File: src/rtl/prmap_pkg.sv
package prmap_pkg;
  localparam int unsigned ADDR_W = 16;
  localparam int unsigned DATA_W = 8;
  localparam int unsigned OFF_W  = 15;
  localparam int unsigned LOW_W  = 12;
  localparam logic [3:0] WIN_HI = 4'hC;
  localparam logic [ADDR_W-1:0] A_CX_SET = 16'hC006;
  localparam logic [ADDR_W-1:0] A_CX_CLR = 16'hC007;
  localparam logic [ADDR_W-1:0] A_C3_CLR = 16'hC00A;
  localparam logic [ADDR_W-1:0] A_C3_SET = 16'hC00B;
  localparam logic [ADDR_W-1:0] A_CX_ST  = 16'hC015;
  localparam logic [ADDR_W-1:0] A_C3_ST  = 16'hC017;

  typedef struct packed {
    logic in_win;
    logic cx_set;
    logic cx_clr;
    logic c3_set;
    logic c3_clr;
    logic cx_st;
    logic c3_st;
  } dec_t;

  typedef struct packed {
    logic cx;
    logic c3;
  } mode_t;
endpackage

File: src/rtl/prmap_decode.sv
module prmap_decode
  import prmap_pkg::*;
(
  input  logic [ADDR_W-1:0] addr_i,
  output dec_t              dec_o
);
  always_comb begin
    dec_o        = '0;
    dec_o.in_win = (addr_i[15:12] == WIN_HI) && (addr_i[11:8] != 4'h0);
    dec_o.cx_set = (addr_i == A_CX_SET);
    dec_o.cx_clr = (addr_i == A_CX_CLR);
    dec_o.c3_set = (addr_i == A_C3_SET);
    dec_o.c3_clr = (addr_i == A_C3_CLR);
    dec_o.cx_st  = (addr_i == A_CX_ST);
    dec_o.c3_st  = (addr_i == A_C3_ST);
  end
endmodule

File: src/rtl/prmap_switches.sv
module prmap_switches
  import prmap_pkg::*;
(
  input  logic  clk_i,
  input  logic  rst_ni,
  input  logic  wr_i,
  input  dec_t  dec_i,
  output mode_t mode_o
);
  mode_t mode_q;

  always_ff @(posedge clk_i or negedge rst_ni) begin
    if (!rst_ni) begin
      mode_q <= '0;
    end else if (wr_i) begin
      if (dec_i.cx_set)      mode_q.cx <= 1'b1;
      else if (dec_i.cx_clr) mode_q.cx <= 1'b0;
      if (dec_i.c3_set)      mode_q.c3 <= 1'b1;
      else if (dec_i.c3_clr) mode_q.c3 <= 1'b0;
    end
  end

  assign mode_o = mode_q;

  AST_CX_SET: assert property (@(posedge clk_i) disable iff (!rst_ni)
    wr_i && dec_i.cx_set |=> mode_o.cx);
  AST_CX_CLR: assert property (@(posedge clk_i) disable iff (!rst_ni)
    wr_i && dec_i.cx_clr |=> !mode_o.cx);
  AST_C3_SET: assert property (@(posedge clk_i) disable iff (!rst_ni)
    wr_i && dec_i.c3_set |=> mode_o.c3);
  AST_C3_CLR: assert property (@(posedge clk_i) disable iff (!rst_ni)
    wr_i && dec_i.c3_clr |=> !mode_o.c3);
  AST_WIN_WR_HOLD: assert property (@(posedge clk_i) disable iff (!rst_ni)
    wr_i && dec_i.in_win |=> $stable(mode_o));
endmodule

File: src/rtl/prmap_xlate.sv
module prmap_xlate
  import prmap_pkg::*;
#(
  parameter int unsigned REDIR_BIT = 14
) (
  input  logic [ADDR_W-1:0] addr_i,
  input  logic              in_win_i,
  input  logic              exp_en_i,
  input  mode_t             mode_i,
  output logic [OFF_W-1:0]  off_o
);
  logic [3:0] page;
  logic       upper, lower, pg3, redir;

  assign page  = addr_i[11:8];
  assign upper = page[3];
  assign lower = !page[3];
  assign pg3   = (page == 4'h3);
  // page-3 and slot-wide redirects OR together: the offset is added once
  assign redir = in_win_i &&
                 ((upper && exp_en_i) || (lower && mode_i.cx) || (pg3 && mode_i.c3));

  always_comb begin
    off_o            = '0;
    off_o[LOW_W-1:0] = addr_i[LOW_W-1:0];
    off_o[REDIR_BIT] = redir;
  end

  always_comb begin
    if (in_win_i && upper)
      AST_UPPER_EXP: assert (off_o[REDIR_BIT] == exp_en_i);
  end
endmodule

File: src/rtl/prmap_top.sv
module prmap_top
  import prmap_pkg::*;
(
  input  logic              clk_i,
  input  logic              rst_ni,
  input  logic [ADDR_W-1:0] addr_i,
  input  logic [DATA_W-1:0] wdata_i,
  input  logic              rd_i,
  input  logic              wr_i,
  input  logic              exp_en_i,
  output logic [OFF_W-1:0]  rom_off_o,
  output logic [DATA_W-1:0] rdata_o,
  output logic              hit_o
);
  dec_t  dec;
  mode_t mode;
  logic  unused_wdata;

  assign unused_wdata = ^wdata_i;

  prmap_decode u_dec (.addr_i(addr_i), .dec_o(dec));

  prmap_switches u_sw (
    .clk_i (clk_i),
    .rst_ni(rst_ni),
    .wr_i  (wr_i),
    .dec_i (dec),
    .mode_o(mode)
  );

  prmap_xlate #(.REDIR_BIT(OFF_W-1)) u_xl (
    .addr_i  (addr_i),
    .in_win_i(dec.in_win),
    .exp_en_i(exp_en_i),
    .mode_i  (mode),
    .off_o   (rom_off_o)
  );

  always_comb begin
    rdata_o = '0;
    if (rd_i && dec.cx_st) rdata_o[DATA_W-1] = mode.cx;
    if (rd_i && dec.c3_st) rdata_o[DATA_W-1] = mode.c3;
  end

  assign hit_o = dec.in_win | dec.cx_set | dec.cx_clr | dec.c3_set |
                 dec.c3_clr | dec.cx_st  | dec.c3_st;

  AST_RDATA_LOW_ZERO: assert property (@(posedge clk_i) disable iff (!rst_ni)
    rdata_o[DATA_W-2:0] == '0);
  AST_RST_CLEAR: assert property (@(posedge clk_i)
    $rose(rst_ni) |-> mode == '0);
endmodule

File: config.mk
export PLATFORM = sky130hd
export DESIGN_NAME = prmap_top
export DESIGN_NICKNAME = d
export VERILOG_FILES = /design/src/rtl/prmap_pkg.sv /design/src/rtl/prmap_decode.sv /design/src/rtl/prmap_switches.sv /design/src/rtl/prmap_xlate.sv /design/src/rtl/prmap_top.sv
export SDC_FILE = /design/constraint.sdc
export NUM_CORES = 1
export LEC_CHECK = 0
export BUFFER_PORTS_ARGS = -buffer_cell sky130_fd_sc_hd__buf_2
export CELL_PAD_IN_SITES_DETAIL_PLACEMENT = 0
export CELL_PAD_IN_SITES_GLOBAL_PLACEMENT = 1
export CORE_UTILIZATION = 18
export DETAILED_ROUTE_END_ITERATION = 8
export PLACE_DENSITY = 0.81
export SKIP_CTS_REPAIR_TIMING = 1
export SLEW_MARGIN = 40
export SYNTH_ARGS = -nofsm -noshare
export SYNTH_HDL_FRONTEND = slang
export SYNTH_SLANG_ARGS = --single-unit
File: constraint.sdc
create_clock -name clk_i -period 1.1 [get_ports clk_i]
set_clock_uncertainty 0.05 [all_clocks]
set_input_delay 0.165 -clock clk_i [delete_from_list [all_inputs] [get_ports clk_i]]
set_output_delay 0.165 -clock clk_i [all_outputs]
set_load 0.02 [all_outputs]
Yosys cells after proc, flatten, opt, wreduce, memory -nomap -nowiden. Cells that the tools add are included.

Reduce and logical (&&, ||, !) cells: 15. Equal/unequal tests: 8. Bitwise gates (word level): 6. Mux-type cells: 6.

Operators by type and width (number): 16-bit equality test (second input constant) (6); 1-bit logical AND (7); 1-bit 2-to-1 mux (6); 1-bit bitwise OR (6); 4-bit by 2-bit equality test with 1-bit output (second input constant) (1); 4-bit equality test (second input constant) (1); 2-bit AND reduction (2); 2-bit nonzero test (2); 4-bit nonzero test (1); 1-bit logical OR (2); 1-bit zero test (1).

Input port bits: 29. Logic and storage cells: 37. Bits in registers: 2. Output and inout port bits: 24.

Depth between registers and ports, before layout. Gate-level depths: netlist of the first run.

Depth in word-level cells: 8. Gate-level depth with buffers: 5. Gate-level depth less buffers: 4.

Modules after synthesis. A second synthesis of the first run with hierarchy kept.

Cell total of the unflattened synthesis: 58. Area total of the unflattened synthesis: 435.4 µm².

By module, submodules not included: prmap_xlate (area each 142.6 µm², cells each 19, instances 1); prmap_decode (area each 128.9 µm², cells each 19, instances 1); prmap_top (area each 88.8 µm², cells each 14, instances 1); prmap_switches (area each 75.1 µm², cells each 6, instances 1).

Least setup slack after synthesis of the first run. No wires, ideal clock.

Kind: input to register. Start: in addr_i[9]. End: reg u_sw.mode_q, in the netlist u_sw.mode_o[0]. Slack: -0.229 ns. Arrival: 1.152 ns. Stages: 4. Path through: nor4_4 nand4b_2 nor3b_2 mux2_1.

Word-level cells in the longest chain between the ends: 3.

RTL lines: start: declaration (line prmap_top.sv:6) `input logic [ADDR_W-1:0] addr_i,`; 16-bit equality test (on tied branches) (line prmap_decode.sv:13, prmap_decode.sv:12); 2-bit nonzero test (no line); 2-bit AND reduction (no line); end: declaration (line prmap_switches.sv:10) `mode_t mode_q;`.

Several ways; a longest one is shown, not always the timed one. A chain may end at the register's enable or synchronous reset.

Worst setup path after layout of the first run.
Start: reg u_sw.mode_q, in the netlist u_sw.mode_o[0]. End: out rom_off_o[14].

Word-level cells in the longest chain between the ends: 3.

RTL lines: 1-bit logical AND (line prmap_xlate.sv:21) `((upper && exp_en_i) || (lower && mode_i.cx) || (pg3 && mode_i.c3));`; 1-bit logical OR (line prmap_xlate.sv:21); 1-bit logical AND (line prmap_xlate.sv:20) `assign redir = in_win_i &&`; end: declaration (line prmap_top.sv:11) `output logic [OFF_W-1:0] rom_off_o,`.

No other way between the ends.

==> results of run 1 <==
report_power, final:
| part | internal [mW] | switching (mW) |
|---|---|---|
| sequential | 0.0742 | 0.0000249 |
| clock | 0.120 | 0.0387 |
| combinational | 0.0818 | 0.114 |
| total | 0.276 | 0.153 |
cells in the final DEF, fill, tap and decap left out:
master	synthesis	final
nor4_4	1	1
mux2_1	1	1
o21ai_1	0	2
nand4bb_1	1	1
nand4b_1	1	1
nor3b_2	1	2
conb_1	1	9
inv_1	1	1
dfrtp_1	2	2
nor3_2	0	1
mux2i_1	1	1
a21oi_1	3	2
and3b_1	1	1
nand3_1	1	1
xnor2_2	0	1
buf_4	22	14
nor3_4	0	1
nor3_1	3	1
nor2_2	0	1
nand2b_1	1	1
buf_2	0	30
nand2_1	3	3
nand4b_2	1	1
clkbuf_4	0	3
a21oi_2	0	1
dlygate4sd3_1	0	1
nor2_1	2	1
critical path: stages (launching register included):
cell and delay, ps:
dfrtp_1 360, nand4b_1 120, a21oi_2 130, a21oi_1 40
nor3_1 130, buf_2 190
Yosys cell counts:
master | n | area share
nor3_1 | 3 | 0.037
xnor2_1 | 1 | 0.021
inv_1 | 1 | 0.0092
nor4_4 | 1 | 0.052
nand4b_2 | 1 | 0.037
nor2_1 | 2 | 0.018
mux2_1 | 1 | 0.028
dfrtp_1 | 2 | 0.12
o21ai_0 | 2 | 0.025
nand4bb_1 | 1 | 0.028
nand3_1 | 1 | 0.012
nor3b_2 | 1 | 0.031
buf_4 | 22 | 0.40
and3b_1 | 1 | 0.021
a21oi_1 | 3 | 0.037
nor3b_1 | 1 | 0.018
conb_1 | 1 | 0.0092
nand4b_1 | 1 | 0.021
nand2_1 | 3 | 0.028
mux2i_1 | 1 | 0.025
nand2b_1 | 1 | 0.015
area by class of cell:
class / count / share of cell area
timing repair buffer: 45 / 0.421
multi-input combinational: 34 / 0.404
sequential: 2 / 0.0795
tap: 27 / 0.0537
clock buffer: 3 / 0.0358
inverter: 1 / 0.00596
worst paths after layout:
path                       cells after the start                    endpoint  slack (ps)
setup / recovery                               5               rom_off_o[14]        -310
hold / removal                                 2  u_sw.mode_o[1]$_DFFE_PN0P_         130
setup reg to reg                               1  u_sw.mode_o[0]$_DFFE_PN0P_         240
hold reg to reg                                1  u_sw.mode_o[0]$_DFFE_PN0P_         500
max in group asynchronous                      2  u_sw.mode_o[0]$_DFFE_PN0P_         690
min in group asynchronous                      2  u_sw.mode_o[1]$_DFFE_PN0P_         210
routing by layer:
| layer | track usage | vias to the layer above |
|---|---|---|
| met5 | 0 | - |
| met2 | 0.144 | 24 |
| met4 | 0.0571 | 0 |
| met3 | 0.0370 | 0 |
| met1 | 0.0906 | 175 |
| li1 | - | 210 |
metrics by stage:
stage               setup TNS (ps)  power [mW]
CTS                          -1130       0.424
floorplan                     -468       0.215
detailed placement           -1190       0.254
global route                 -1100       0.464
global placement             -1130       0.253
finish                        -790       0.429
cell families (layout without fill, tap and decap cells):
group                  after synthesis  in the layout  share of synthesized area
flip-flops                           2              2                      0.123
multiplexers                         2              2                     0.0521
other                                1              9                    0.00919
AO/OA/AOI/OAI                        5              5                     0.0613
AND/OR/NAND/NOR                     17             17                      0.319
XOR/XNOR                             1              1                     0.0215
buffers and inverters               23             49                      0.414
==> run_results.csv, run 1 <==
group,metric,value,unit
floorplanning,fp-row-count,16,
cells_and_area,final_util,0.308,
detailed_routing,drt_iter0_markers,5,
cells_and_area,drive_gt1_frac,0.659,
pwr,leakagePower,0.338,nW
floorplanning,start_util,0.200,
run,maxCapViolCount,0,
detailed_routing,dr.pass1.iters,2,
grt,grt_overflow,0,
clock_tree,cts_buffers,3,
placement,gp_congestion,0.702,
clock_tree,htreeDepth,1,
placement,place_inst,108,
placement,dpl_cell_area,549,um2
detailed_routing,met3_length,108,um
clock_tree,clk_latency,220,ps
timing,fin_crit,1410,ps
timing,setup-violations-final,4,
cells_and_area,multiInputGateArea,254,um2
detailed_routing,ant_nets,0,
cells_and_area,syn2layout_area_growth,54.3,%
detailed_routing,wl_met1,383,um
clock_tree,cts_root_buf,"clkbuf_4",
cells_and_area,diodes,0,
timing,holdWs,134,ps
logic_synthesis,postSynthAreaPerCell,8.00,um2
hold_path,holdCritStartpoint,"addr_i[0]",
logic_synthesis,synthesis.area,408,um2
timing,maxSlewViolCount,0,
clock_tree,cts_sinks,2,
detailed_routing,vias,409,
placement,dp_slack,-389,ps
clock_tree,cts_max_path_buffers,2,
detailed_routing,via_per_inst,3.65,
cells_and_area,final_area,629,um2
logic_synthesis,ys_types,21,
grt,antenna_found_initial,0,
cells_and_area,fillers,236,
pwr,pwr_density_cell,682,mW/mm2
timing,layout_setup_ws,-309,ps
clock_tree,cts_tree,"done",
detailed_routing,topRoutingLayerUsed,"met3",
cells_and_area,layout.cells.non_filler,112,
detailed_routing,drcViolationCount,0,
clock_tree,clk_pin_slew,30,ps
hold_path,min_path_type,"input pin to flop",
pwr,peakVddDrop,0.000307,V
floorplanning,die_w,49.6,um
outcome,violations,"negative setup slack",
grt,grt_usage,0.0878,
floorplanning,num_io_pins,53,
grt,first_global_vias,395,
logic_synthesis,synth_seq_cells,2,
worst_setup_path,crit_fanout,3,
logic_synthesis,ys.warnings.count,0,
worst_setup_path,r2r_start,"u_sw.mode_o[0]$_DFFE_PN0P_",
timing,max_freq,0.710,GHz
worst_setup_path,startpoint_type,"flop",
grt,grt_max_degree,5,
cells_and_area,fin_nets,116,
floorplanning,dieArea,0.00246,mm2
logic_synthesis,yosysSeqAreaShare,0.123,
grt,grt_first_pass_wirelength,1.60,mm
floorplanning,core,0.00204,mm2
timing,finalHoldViolations,0,
worst_setup_path,endpoint_kind,"primary output",
cells_and_area,largest_register_ffs,2,
outcome,outcome,"finished with violations",
cells_and_area,register_area,50.0,um2
placement,post-dp-hpwl,911,um
worst_setup_path,path_class,"flop to primary output",
placement,port_buffers,35,
worst_setup_path,crit_arrival,1190,ps
detailed_routing,wirelength,999,um
timing,period_share,1.28,
worst_setup_path,crit_start,"u_sw.mode_o[0]$_DFFE_PN0P_",
detailed_routing,met2_length,507,um
logic_synthesis,syn_inst,51,
detailed_routing,wl_per_cell,8.92,um
floorplanning,die_h,49.6,um
timing,rsz0062_at_grt,"true",
worst_setup_path,cp.required,880,ps
Note: power is estimated with default switching activity, not from simulation.
==> run 2, diff against run 1 <==
--- a/config.mk
+++ b/config.mk
@@ -11,6 +11,7 @@
 export CORE_UTILIZATION = 18
 export DETAILED_ROUTE_END_ITERATION = 8
 export PLACE_DENSITY = 0.81
+export REMOVE_ABC_BUFFERS = 1
 export SKIP_CTS_REPAIR_TIMING = 1
 export SLEW_MARGIN = 40
 export SYNTH_ARGS = -nofsm -noshare
==> run 2 against run 1 <==
The run still ends with negative setup slack left. Largest power group unchanged. First-iteration DRC count down 100%. Total power rose by 3.8%. Critical path type unchanged. Cell count did not move.
==> run_results.csv, run 2 (same netlist as run 1, synthesis figures left out) <==
group,metric,value,unit
outcome,outcome,"finished with violations",
outcome,violations,"negative setup slack",
worst_setup_path,crit_path_frequent_cell,"a21oi_1",
placement,port_buffers,35,
grt,first_global_vias,373,
floorplanning,start_util,0.200,
clock_tree,clk_latency,220,ps
timing,period_share,1.26,
detailed_routing,wl_per_cell,9.22,um
clock_tree,cts_sinks,2,
detailed_routing,drcViolationCount,0,
timing,fin_crit,1390,ps
hold_path,hold_depth,3,
floorplanning,dieArea,0.00246,mm2
clock_tree,cts_buffers,3,
placement,post-dp-hpwl,864,um
timing,maxSlewViolCount,0,
detailed_routing,drt_iter0_markers,0,
placement,gp_congestion,0.720,
detailed_routing,ant_nets,0,
worst_setup_path,rr_worst_depth,1,
cells_and_area,fin_nets,116,
timing,layout_setup_ws,-286,ps
detailed_routing,via_per_inst,3.76,
timing,holdWs,199,ps
cells_and_area,register_area,50.0,um2
cells_and_area,final_util,0.325,
hold_path,min_path_type,"input pin to flop",
floorplanning,die_h,49.6,um
cells_and_area,diodes,0,
worst_setup_path,max_stage_delay,370,ps
grt,antenna_found_initial,0,
cells_and_area,syn2layout_area_growth,62.9,%
worst_setup_path,cp.required,880,ps
detailed_routing,vias,421,
worst_setup_path,crit_fanout,3,
worst_setup_path,cp_num_cells,5,
grt,grt_max_degree,6,
detailed_routing,dr.pass1.iters,1,
worst_setup_path,cp_slowest_cell,"dfrtp_1",
clock_tree,cts_tree,"done",
cells_and_area,final_cell_mix,"30 x buf_2, 11 x buf_4, 9 x conb_1",
worst_setup_path,endpoint_kind,"primary output",
run,maxCapViolCount,0,
grt,grt_overflow,0,
pwr,peakVddDrop,0.000489,V
worst_setup_path,path_class,"flop to primary output",
placement,dpl_cell_area,549,um2
worst_setup_path,critical_path_buf_inv_count,1,
cells_and_area,multiInputGateArea,274,um2
cells_and_area,drive_gt1_frac,0.671,
floorplanning,fp-row-count,16,
timing,final.setup.tns,-733,ps
timing,setup-violations-final,4,
floorplanning,core,0.00204,mm2
worst_setup_path,crit_arrival,1170,ps
clock_tree,clk_pin_slew,30,ps
cells_and_area,largest_register_ffs,2,
timing,max_freq,0.721,GHz
grt,grt_first_pass_wirelength,1.46,mm
clock_tree,cts_root_buf,"clkbuf_4",
cells_and_area,final_common_cell,"buf_2",
cells_and_area,fillers,233,
pwr,pwr_density_cell,670,mW/mm2
pwr,leakagePower,0.346,nW
worst_setup_path,crit_family,"flip-flops",
worst_setup_path,startpoint_type,"flop",
clock_tree,cts_max_path_buffers,2,
worst_setup_path,critical_path.cell_chain,"nand4b_1 -> a21oi_1 -> a21oi_1 -> nor3_1 -> buf_2",
floorplanning,die_w,49.6,um
pwr,totalPowerFinal,0.445,mW
timing,rsz0062_at_grt,"true",
grt,grt_usage,0.0814,
detailed_routing,wirelength,1.03,mm
clock_tree,htreeDepth,1,
cells_and_area,final_area,664,um2
timing,finalHoldViolations,0,
floorplanning,num_io_pins,53,
-- run 2: final cells by class --
type                            count  share of cell area
Clock buffer                        3              0.0339
Inverter                            1             0.00565
Multi-Input combinational cell     34               0.412
Sequential cell                     2              0.0753
Tap cell                           27              0.0508
Timing Repair Buffer               45               0.422
-- run 2: final timing paths --
check | start | end | slack [ps]
worst max register to register | u_sw.mode_o[0]$_DFFE_PN0P_ | u_sw.mode_o[0]$_DFFE_PN0P_ | 250
worst max-delay path | u_sw.mode_o[0]$_DFFE_PN0P_ | rom_off_o[14] | -290
worst min register to register | u_sw.mode_o[0]$_DFFE_PN0P_ | u_sw.mode_o[0]$_DFFE_PN0P_ | 490
min in group asynchronous | rst_ni | u_sw.mode_o[0]$_DFFE_PN0P_ | 210
max in group asynchronous | rst_ni | u_sw.mode_o[1]$_DFFE_PN0P_ | 690
worst min-delay path | addr_i[0] | u_sw.mode_o[1]$_DFFE_PN0P_ | 200
-- run 2: power breakdown --
group	total, mW	switching [mW]	internal (mW)
Combinational	0.213	0.118	0.0944
Clock	0.158	0.0381	0.120
Sequential	0.0742	0.0000273	0.0742
-- run 2: tightest hold or removal path, stage by stage --
cell     delay (ps)
buf_2            90
buf_4           110
mux2i_1          60
-- run 2: through the flow --
stage | setup slack [ps] | std cells
floorplan | -229 | 37
global placement | -361 | 108
detailed placement | -414 | 108
CTS | -336 | 111
global route | -341 | 112
finish | -286 | 112
-- run 2: metal layers --
layer | global-route usage | vias up | share of wire
met5 | 0 | - | 0
met4 | 0.0429 | 0 | 0
li1 | - | 211 | -
met2 | 0.167 | 22 | 0.60
met1 | 0.0591 | 188 | 0.34
met3 | 0.0370 | 0 | 0.061
